<file path="config.mk">
export PLATFORM = sky130hd
export DESIGN_NAME = rx_ctrl_reg
export DESIGN_NICKNAME = d
export VERILOG_FILES = /design/src/rtl/rx_ctrl_reg.sv
export SDC_FILE = /design/constraint.sdc
export NUM_CORES = 1
export LEC_CHECK = 0
export BUFFER_PORTS_ARGS = -buffer_cell sky130_fd_sc_hd__buf_2
export CORE_MARGIN = 4
export CORE_UTILIZATION = 34
export CTS_CLUSTER_DIAMETER = 40
export DETAILED_ROUTE_END_ITERATION = 7
export PLACE_DENSITY = 0.83
export SYNTH_ARGS = -nofsm -noshare
export SYNTH_HDL_FRONTEND = slang
export SYNTH_SLANG_ARGS = --single-unit
</file>
<file path="constraint.sdc">
create_clock -name clk -period 2.5 [get_ports clk]
set_clock_uncertainty 0.05 [all_clocks]
set_input_delay 0.375 -clock clk [delete_from_list [all_inputs] [get_ports clk]]
set_output_delay 0.375 -clock clk [all_outputs]
set_load 0.005 [all_outputs]
</file>
<file path="src/rtl/rx_ctrl_reg.sv">
module rx_ctrl_reg #(
  parameter int DW = 32
) (
  input  logic          clk,
  input  logic          rst_n,
  input  logic          wr_en,
  input  logic [DW-1:0] wdata,
  output logic [DW-1:0] rdata,
  input  logic          frame_active,
  input  logic          frame_end,
  input  logic          word_start,
  input  logic          stop_mode,
  input  logic          lls_mode,
  input  logic          debug_mode,
  output logic          rx_active,
  output logic          bclk_on,
  output logic          fifo_rst,
  output logic          soft_rst
);
  localparam int B_EN  = 31;
  localparam int B_STE = 30;
  localparam int B_DBE = 29;
  localparam int B_BCE = 28;
  localparam int B_FRS = 25;
  localparam int B_SRS = 24;
  localparam int B_WSF = 20;

  logic en_q, en_req, bce_q, bce_req, ste_q, dbe_q, hold_q, wsf_q;
  logic keep, en_req_n, bce_req_n, en_n, hold_want;

  assign keep      = frame_active && !frame_end;
  assign en_req_n  = wr_en ? wdata[B_EN] : en_req;
  assign bce_req_n = wr_en ? (wdata[B_BCE] | wdata[B_EN]) : bce_req;
  assign en_n      = en_req_n | (en_q & keep);
  assign hold_want = debug_mode & ~dbe_q;

  always_ff @(posedge clk or negedge rst_n) begin
    if (!rst_n) begin
      en_req   <= 1'b0;
      en_q     <= 1'b0;
      bce_req  <= 1'b0;
      bce_q    <= 1'b0;
      ste_q    <= 1'b0;
      dbe_q    <= 1'b0;
      hold_q   <= 1'b0;
      wsf_q    <= 1'b0;
      fifo_rst <= 1'b0;
      soft_rst <= 1'b0;
    end else begin
      en_req   <= en_req_n;
      en_q     <= en_n;
      bce_req  <= bce_req_n;
      bce_q    <= bce_req_n | en_n | (bce_q & keep);
      hold_q   <= hold_want & (hold_q | ~keep);
      fifo_rst <= wr_en & (wdata[B_FRS] | wdata[B_SRS]);
      soft_rst <= wr_en & wdata[B_SRS];
      if (wr_en) begin
        ste_q <= wdata[B_STE];
        dbe_q <= wdata[B_DBE];
      end
      if (word_start)
        wsf_q <= 1'b1;
      else if (wr_en && (wdata[B_WSF] || wdata[B_SRS]))
        wsf_q <= 1'b0;
    end
  end

  assign rx_active = en_q & ~hold_q & ~lls_mode & (~stop_mode | ste_q);
  assign bclk_on   = bce_q;

  always_comb begin
    rdata        = '0;
    rdata[B_EN]  = en_q;
    rdata[B_STE] = ste_q;
    rdata[B_DBE] = dbe_q;
    rdata[B_BCE] = bce_q;
    rdata[B_WSF] = wsf_q;
  end

  p_defer_off_r1: assert property (@(posedge clk) disable iff (!rst_n)
    (rdata[B_EN] && frame_active && !frame_end) |=> rdata[B_EN]);
  p_en_forces_bclk_r2: assert property (@(posedge clk) disable iff (!rst_n)
    rdata[B_EN] |-> bclk_on);
  p_bclk_defer_r3: assert property (@(posedge clk) disable iff (!rst_n)
    (bclk_on && frame_active && !frame_end) |=> bclk_on);
  p_soft_has_fifo_r5: assert property (@(posedge clk) disable iff (!rst_n)
    soft_rst |-> fifo_rst);
  p_lls_off_r6: assert property (@(posedge clk) disable iff (!rst_n)
    lls_mode |-> !rx_active);
  p_set_wins_r8: assert property (@(posedge clk) disable iff (!rst_n)
    word_start |=> rdata[B_WSF]);
  p_pulse_from_write_r4: assert property (@(posedge clk) disable iff (!rst_n)
    !wr_en |=> !fifo_rst);
endmodule

</file>
Yosys cells after proc, flatten, opt, wreduce, memory -nomap -nowiden --
Index checks and enable logic that the tools add are counted.
Cells by class: multiplexer cells 4, reductions and logical operators 5, bitwise logic cells 21
Operator list (number):
- bitwise AND 1 bit | 9
- bitwise OR 1 bit | 7
- NOT 1 bit | 5
- 2-to-1 mux 1 bit | 4
- logical AND 1 bit | 2
- nonzero test 2 bit | 1
- logical NOT 1 bit | 1
- logical OR 1 bit | 1
Word-level totals: logic and storage cells 40, flip-flop bits (word level) 10, input bits 41

Depth between registers and ports, before layout --
Gate-level depths: netlist of run 1.
word-level depth 6, depth in mapped cells 4

Worst setup path after synthesis of run 1 --
No wires, ideal clock.
kind input port to flip-flop, start in wr_en, end reg bce_q, in the netlist bclk_on, library setup time 132 ps, data arrival time 1136 ps, slack 1183 ps, data required time 2318 ps, path buffers 1, stages on the path 3, cell sequence buf_6 mux2_4 or3b_1
On the way: longest elaborated chain between the ends 4
Ends and longest elaborated chain:
- start, declared | RTL line 6 | input logic wr_en,
- 2-to-1 mux 1 bit | RTL line 32 | assign en_req_n = wr_en ? wdata[B_EN] : en_req;
- via en_req_n | RTL line 29 | logic keep, en_req_n, bce_req_n, en_n, hold_want;
- bitwise OR 1 bit | RTL line 34 | assign en_n = en_req_n | (en_q & keep);
- bitwise OR 1 bit (2 in a row) | RTL line 53 | bce_q <= bce_req_n | en_n | (bce_q & keep);
- end signal, assigned | RTL line 53
- end, declared | RTL line 28 | logic en_q, en_req, bce_q, bce_req, ste_q, dbe_q, hold_q, wsf_q;
The timed path passes the listed nets, and every way through them passes these cells. A chain may end at the register's enable or synchronous reset.

Worst setup path in the final report of run 1 --
start reg hold_q, end out rx_active
On the way: longest elaborated chain between the ends 4
Ends and longest elaborated chain:
- start, declared | RTL line 28
- start signal, assigned | RTL line 54 | hold_q <= hold_want & (hold_q | ~keep);
- NOT 1 bit | RTL line 68 | assign rx_active = en_q & ~hold_q & ~lls_mode & (~stop_mode | ste_q);
- bitwise AND 1 bit (3 in a row) | RTL line 68
- end, declared | RTL line 15 | output logic rx_active,
No other way between the ends.

==> results.sh, run 1 <==
export IMPL_power_density_nw_per_um2=555.1
export IMPL_holdBufCountCts=1
export IMPL_crit_arrival_ns=1.07
export IMPL_period_share_pct=59.61
export IMPL_hpwlAfterDp_um=885.2
export IMPL_min_delay_start="word_start"
export IMPL_grt_max_degree=11
export IMPL_cts_resized=0
export IMPL_finish_utilization_pct=38.87
export IMPL_ir_drop_uv=211.7
export IMPL_r2r_start="en_req"
export IMPL_track_usage_pct=7.692
export IMPL_hold_class="in2reg"
export IMPL_cts_setup_buffers=0
export IMPL_setup_viol=0
export IMPL_regToRegEndpoint="bclk_on"
export IMPL_cp_top_family="flip-flops"
export IMPL_cts_tree="done"
export IMPL_routed_wl_um=1016
export IMPL_dieArea_um2=2647
export IMPL_maxCapViolations=0
export IMPL_path_class="reg2out"
export IMPL_grt_ovfl_total=0
export IMPL_grt_pass1_vias=347
export IMPL_synth_area_per_cell_um2=10.19
export IMPL_worstSkewPairLatency_ns=0.25
export IMPL_firstDrtPassIters=2
export IMPL_layout_nets=127
export IMPL_ff2ff_path_depth=2
export IMPL_clk_path_buf_depth=2
export IMPL_cp_max_fo=2
export IMPL_syn_inst=63
export IMPL_holdPathStages=2
export IMPL_ys_ff_latch=10
export IMPL_ant_nets=0
export IMPL_path_buf_inv=1
export IMPL_num_vias=401
export IMPL_max_freq_ghz=0.6710
export IMPL_worstPathCellList="nor4b_1, buf_2"
export IMPL_core_area_um2=1764
export IMPL_dp_cells=105
export IMPL_p_leak_nw=0.3742
export IMPL_required_ns=2.08
export IMPL_clkSlewWorstSetupHoldPaths_ns=0.06
export IMPL_end_kind="output pin"
export IMPL_critPathLaunchType="flip-flop"
export IMPL_die_w_um=51.45
export IMPL_syn_to_final_growth_pct=6.823
export IMPL_drc=0
export IMPL_synth_area_leaders="dfrtp_1, buf_4, mux2_2"
export IMPL_rows=15
export IMPL_max_stage_delay_ns=0.38
export IMPL_ys_seq_area_share_pct=38.99
export IMPL_slew_violations=0
export IMPL_reg2reg_slack_ns=1.33
export IMPL_cts_root_buf="clkbuf_4"
export IMPL_synth_area_leader_cell="dfrtp_1"
export IMPL_synth_top_area_share_pct=38.99
export IMPL_period_needed_ns=1.490
export IMPL_synthesis_area_um2=641.9
export IMPL_fin_ws_ns=1.010
export IMPL_drive_gt1_share_pct=38.82
export IMPL_n_fill_cell=198
export IMPL_htreeDepth=1
export IMPL_cpMaxStageDelayCell="dfrtp_1"
export IMPL_antenna_found_initial=0
export IMPL_synth_cell_types=18
export IMPL_cts_buffers_inserted=3
export IMPL_grt_pass1_wl_um=1442
export IMPL_rsz0062_at_grt="no"
export IMPL_hold_end="wsf_q"
export IMPL_instances_no_fill=110
export IMPL_drt_iter0_drc=1
export IMPL_wire_per_inst_um=9.236
export IMPL_clock_sinks=10
export IMPL_vias_per_cell=3.645
export IMPL_hold_viol=0
export IMPL_port_buffers=24
export IMPL_yosysWarningCount=0
export IMPL_initial_core_util_pct=36.38
export IMPL_gp_congestion=0.6231
export IMPL_die_height_um=51.45
export IMPL_setup_tns_final_ns=0
export IMPL_outcome="finished clean"
export IMPL_pin_count=77
export IMPL_pre_cts_ws_ns=1.054
export IMPL_n_antenna_cell=0
[metrics by stage]
stage	cell area [µm²]	power, mW	hold slack, ns
floorplan	739.5	0.2560	0.02941
global placement	639.4	0.2417	0.1876
finish	685.7	0.3806	0.2455
CTS	685.7	0.3892	0.2358
global route	685.7	0.4046	0.2459
detailed placement	639.4	0.2443	0.1903
[how the worst max path moves through the flow]
stage	depth (start not counted)	end	slack, ns	start
after floorplan	3	bclk_on	1.18	wr_en
after global placement	3	bclk_on	1.07	wr_en
after detailed placement	3	bclk_on	1.05	wr_en
after CTS	2	rx_active	1.0	hold_q
after global routing	3	rx_active	0.97	ste_q
final	2	rx_active	1.01	hold_q
[cells in the final DEF (no fill, tap or decap), drive strengths merged]
| master | count |
|---|---|
| conb | 27 |
| buf | 24 |
| dfrtp | 10 |
| clkbuf | 4 |
| mux2 | 3 |
| nor2b | 2 |
| nor2 | 2 |
| a21oi | 2 |
| o21ai | 2 |
| a21o | 2 |
| or3b | 1 |
| inv | 1 |
| nand2b | 1 |
| o21a | 1 |
| and2 | 1 |
| nor4b | 1 |
| dlygate4sd3 | 1 |
[synth_stat cells]
library cell  count
a21o_2            1
or3b_1            1
nand2b_1          1
and2_2            1
mux2_4            1
inv_1             1
o21a_1            1
a21oi_1           2
mux2_2            2
o21ai_0           2
buf_4            32
buf_6             1
nor4b_1           1
nor2_1            2
a21o_1            1
conb_1            1
dfrtp_1          10
nor2b_1           2
[flip-flops by register name, summed over array words and instances (netlist names)]
register,flops
bce_req,1
bclk_on,1
dbe_q,1
en_q,1
en_req,1
fifo_rst,1
hold_q,1
soft_rst,1
ste_q,1
wsf_q,1
[power breakdown]
part	internal (mW)	switching, mW	leakage [nW]
Sequential	0.175	0.00648	0.115
Combinational	0.0299	0.0306	0.239
Clock	0.0882	0.0505	0.0210
Total	0.293	0.0876	0.374
[logic make-up (layout without fill, tap and decap cells)]
family / count (synthesis) / in the layout / share of synthesized area (%)
AND/OR/NAND/NOR: 8 / 8 / 7.994
AO/OA/AOI/OAI: 7 / 7 / 6.824
other: 1 / 27 / 0.5842
buffers and inverters: 34 / 30 / 39.77
flip-flops: 10 / 10 / 38.99
multiplexers: 3 / 3 / 5.847
[layout make-up]
class	instances	area, µm²	share of cell area (%)
clock buffer	4	36.28	5.292
sequential	10	250.2	36.50
inverter	1	3.754	0.5474
timing repair buffer	25	130.1	18.98
tap	25	31.28	4.562
multi-input combinational	45	234.0	34.12
[layer usage]
layer,up-vias,track usage [%],share of wire (%)
met5,-,0,0
met4,0,5.240,0
met3,0,4.082,16
met2,31,12.08,52
met1,183,7.790,32
li1,187,-,-
(Power assumes the default switching activity.)
==> inputs of run 2 (changes only) <==
--- a/config.mk
+++ b/config.mk
@@ -7,10 +7,10 @@
 export LEC_CHECK = 0
 export BUFFER_PORTS_ARGS = -buffer_cell sky130_fd_sc_hd__buf_2
 export CORE_MARGIN = 4
-export CORE_UTILIZATION = 34
+export CORE_UTILIZATION = 32
 export CTS_CLUSTER_DIAMETER = 40
 export DETAILED_ROUTE_END_ITERATION = 7
-export PLACE_DENSITY = 0.83
+export PLACE_DENSITY = 0.79
 export SYNTH_ARGS = -nofsm -noshare
 export SYNTH_HDL_FRONTEND = slang
 export SYNTH_SLANG_ARGS = --single-unit
==> constraint.sdc (replaced) <==
create_clock -name clk -period 1.45 [get_ports clk]
set_clock_uncertainty 0.05 [all_clocks]
set_input_delay 0.2175 -clock clk [delete_from_list [all_inputs] [get_ports clk]]
set_output_delay 0.2175 -clock clk [all_outputs]
set_load 0.005 [all_outputs]
==> results.sh, run 2 (synthesis gave the netlist of run 1 again) <==
export IMPL_clk_path_buf_depth=2
export IMPL_instances_no_fill=110
export IMPL_firstDrtPassIters=2
export IMPL_drt_iter0_drc=1
export IMPL_worstPathCellList="nor4b_2, buf_2"
export IMPL_final_area_um2=691.9
export IMPL_clkSlewWorstSetupHoldPaths_ns=0.07
export IMPL_crit_arrival_ns=1.09
export IMPL_initial_core_util_pct=35.26
export IMPL_worstSkewPairLatency_ns=0.27
export IMPL_placed_cell_area_um2=639.4
export IMPL_layout_common_cells="conb_1, buf_2, dfrtp_1"
export IMPL_hpwlAfterDp_um=891.6
export IMPL_n_antenna_cell=0
export IMPL_clock_sinks=10
export IMPL_ir_drop_uv=661.8
export IMPL_required_ns=1.18
export IMPL_power_density_nw_per_um2=969.0
export IMPL_outcome="finished clean"
export IMPL_htreeDepth=1
export IMPL_drc=0
export IMPL_cts_root_buf="clkbuf_4"
export IMPL_hold_ws_ns=0.08631
export IMPL_period_needed_ns=1.357
export IMPL_pre_cts_ws_ns=0.1742
export IMPL_slew_violations=0
export IMPL_path_class="reg2out"
export IMPL_hold_class="in2reg"
export IMPL_grt_pass1_vias=319
export IMPL_setup_tns_final_ns=0
export IMPL_ff2ff_path_depth=2
export IMPL_end_kind="output pin"
export IMPL_grt_max_degree=11
export IMPL_grt_pass1_wl_um=1400
export IMPL_grt_ovfl_total=0
export IMPL_critPathLaunchType="flip-flop"
export IMPL_layout_nets=127
export IMPL_cts_tree="done"
export IMPL_maxCapViolations=0
export IMPL_core_area_um2=1821
export IMPL_die_w_um=52.79
export IMPL_gp_congestion=0.6139
export IMPL_reg2reg_slack_ns=0.27
export IMPL_rows=15
export IMPL_holdPathStages=2
export IMPL_cts_buffers_inserted=3
export IMPL_antenna_found_initial=0
export IMPL_dieArea_um2=2786
export IMPL_cpMaxStageDelayCell="dfrtp_1"
export IMPL_vias_per_cell=3.636
export IMPL_hold_end="wsf_q"
export IMPL_max_freq_ghz=0.7370
export IMPL_port_buffers=24
export IMPL_min_delay_start="word_start"
export IMPL_max_stage_delay_ns=0.39
export IMPL_regToRegEndpoint="bclk_on"
export IMPL_cp_max_fo=2
export IMPL_syn_to_final_growth_pct=7.797
export IMPL_num_vias=400
export IMPL_fin_ws_ns=0.09320
export IMPL_dp_cells=105
export IMPL_path_buf_inv=1
export IMPL_die_height_um=52.79
export IMPL_p_leak_nw=0.3762
export IMPL_period_share_pct=93.57
export IMPL_layout_commonest_cell="conb_1"
export IMPL_wire_per_inst_um=9.918
export IMPL_setup_viol=0
export IMPL_r2r_start="en_req"
export IMPL_routed_wl_um=1091
export IMPL_rsz0062_at_grt="no"
export IMPL_hold_viol=0
export IMPL_drive_gt1_share_pct=40.00
export IMPL_pin_count=77
export IMPL_track_usage_pct=7.456
export IMPL_cp_top_family="flip-flops"
export IMPL_ant_nets=0
-- run 2: stage by stage --
| step | utilization, % | power [mW] |
|---|---|---|
| finish | 38.01 | 0.6705 |
| global route | 38.01 | 0.7116 |
| global placement | 35.12 | 0.4169 |
| CTS | 37.66 | 0.6737 |
| detailed placement | 35.12 | 0.4217 |
| floorplan | - | 0.4413 |
-- run 2: worst max path at each step --
stage	endpoint	startpoint	slack [ns]	cells past startpoint
2_1_floorplan	bclk_on	wr_en	0.29	3
3_3_place_gp	bclk_on	wr_en	0.19	3
3_5_place_dp	bclk_on	wr_en	0.17	3
4_1_cts	rx_active	hold_q	0.07	2
5_1_grt	rx_active	hold_q	0.01	2
6_report	rx_active	hold_q	0.09	2
-- run 2: layer usage --
| metal | share of wire [%] | up-vias | GRT usage [%] | wire, µm |
|---|---|---|---|---|
| li1 | - | 183 | - | - |
| met1 | 33 | 180 | 7.093 | 356 |
| met2 | 50 | 35 | 12.19 | 542 |
| met3 | 17 | 2 | 5.698 | 182 |
| met4 | 0.92 | 0 | 2.553 | 10 |
| met5 | 0 | - | 0 | 0 |
-- run 2: layout make-up --
class	count	area (µm²)
fill	200	1129
sequential	10	250.2
multi-input combinational	45	240.2
timing repair buffer	25	130.1
clock buffer	4	36.28
tap	25	31.28
inverter	1	3.754
-- run 2: where the power goes --
group,switching (mW),internal [mW],leakage (nW),total (mW)
clock network,0.0967,0.153,0.0210,0.249
registers,0.0126,0.302,0.115,0.314
logic,0.0542,0.0527,0.241,0.107
-- run 2: repair_timing --
| item | 4_1_cts | 5_1_grt |
|---|---|---|
| buffers inserted | 0 | 0 |
| hold buffers | 1 | 0 |
| resized for setup | 0 | 1 |
| endpoints found under the setup margin | 0 | 1 |
| endpoints found under the hold margin | 10 | 0 |
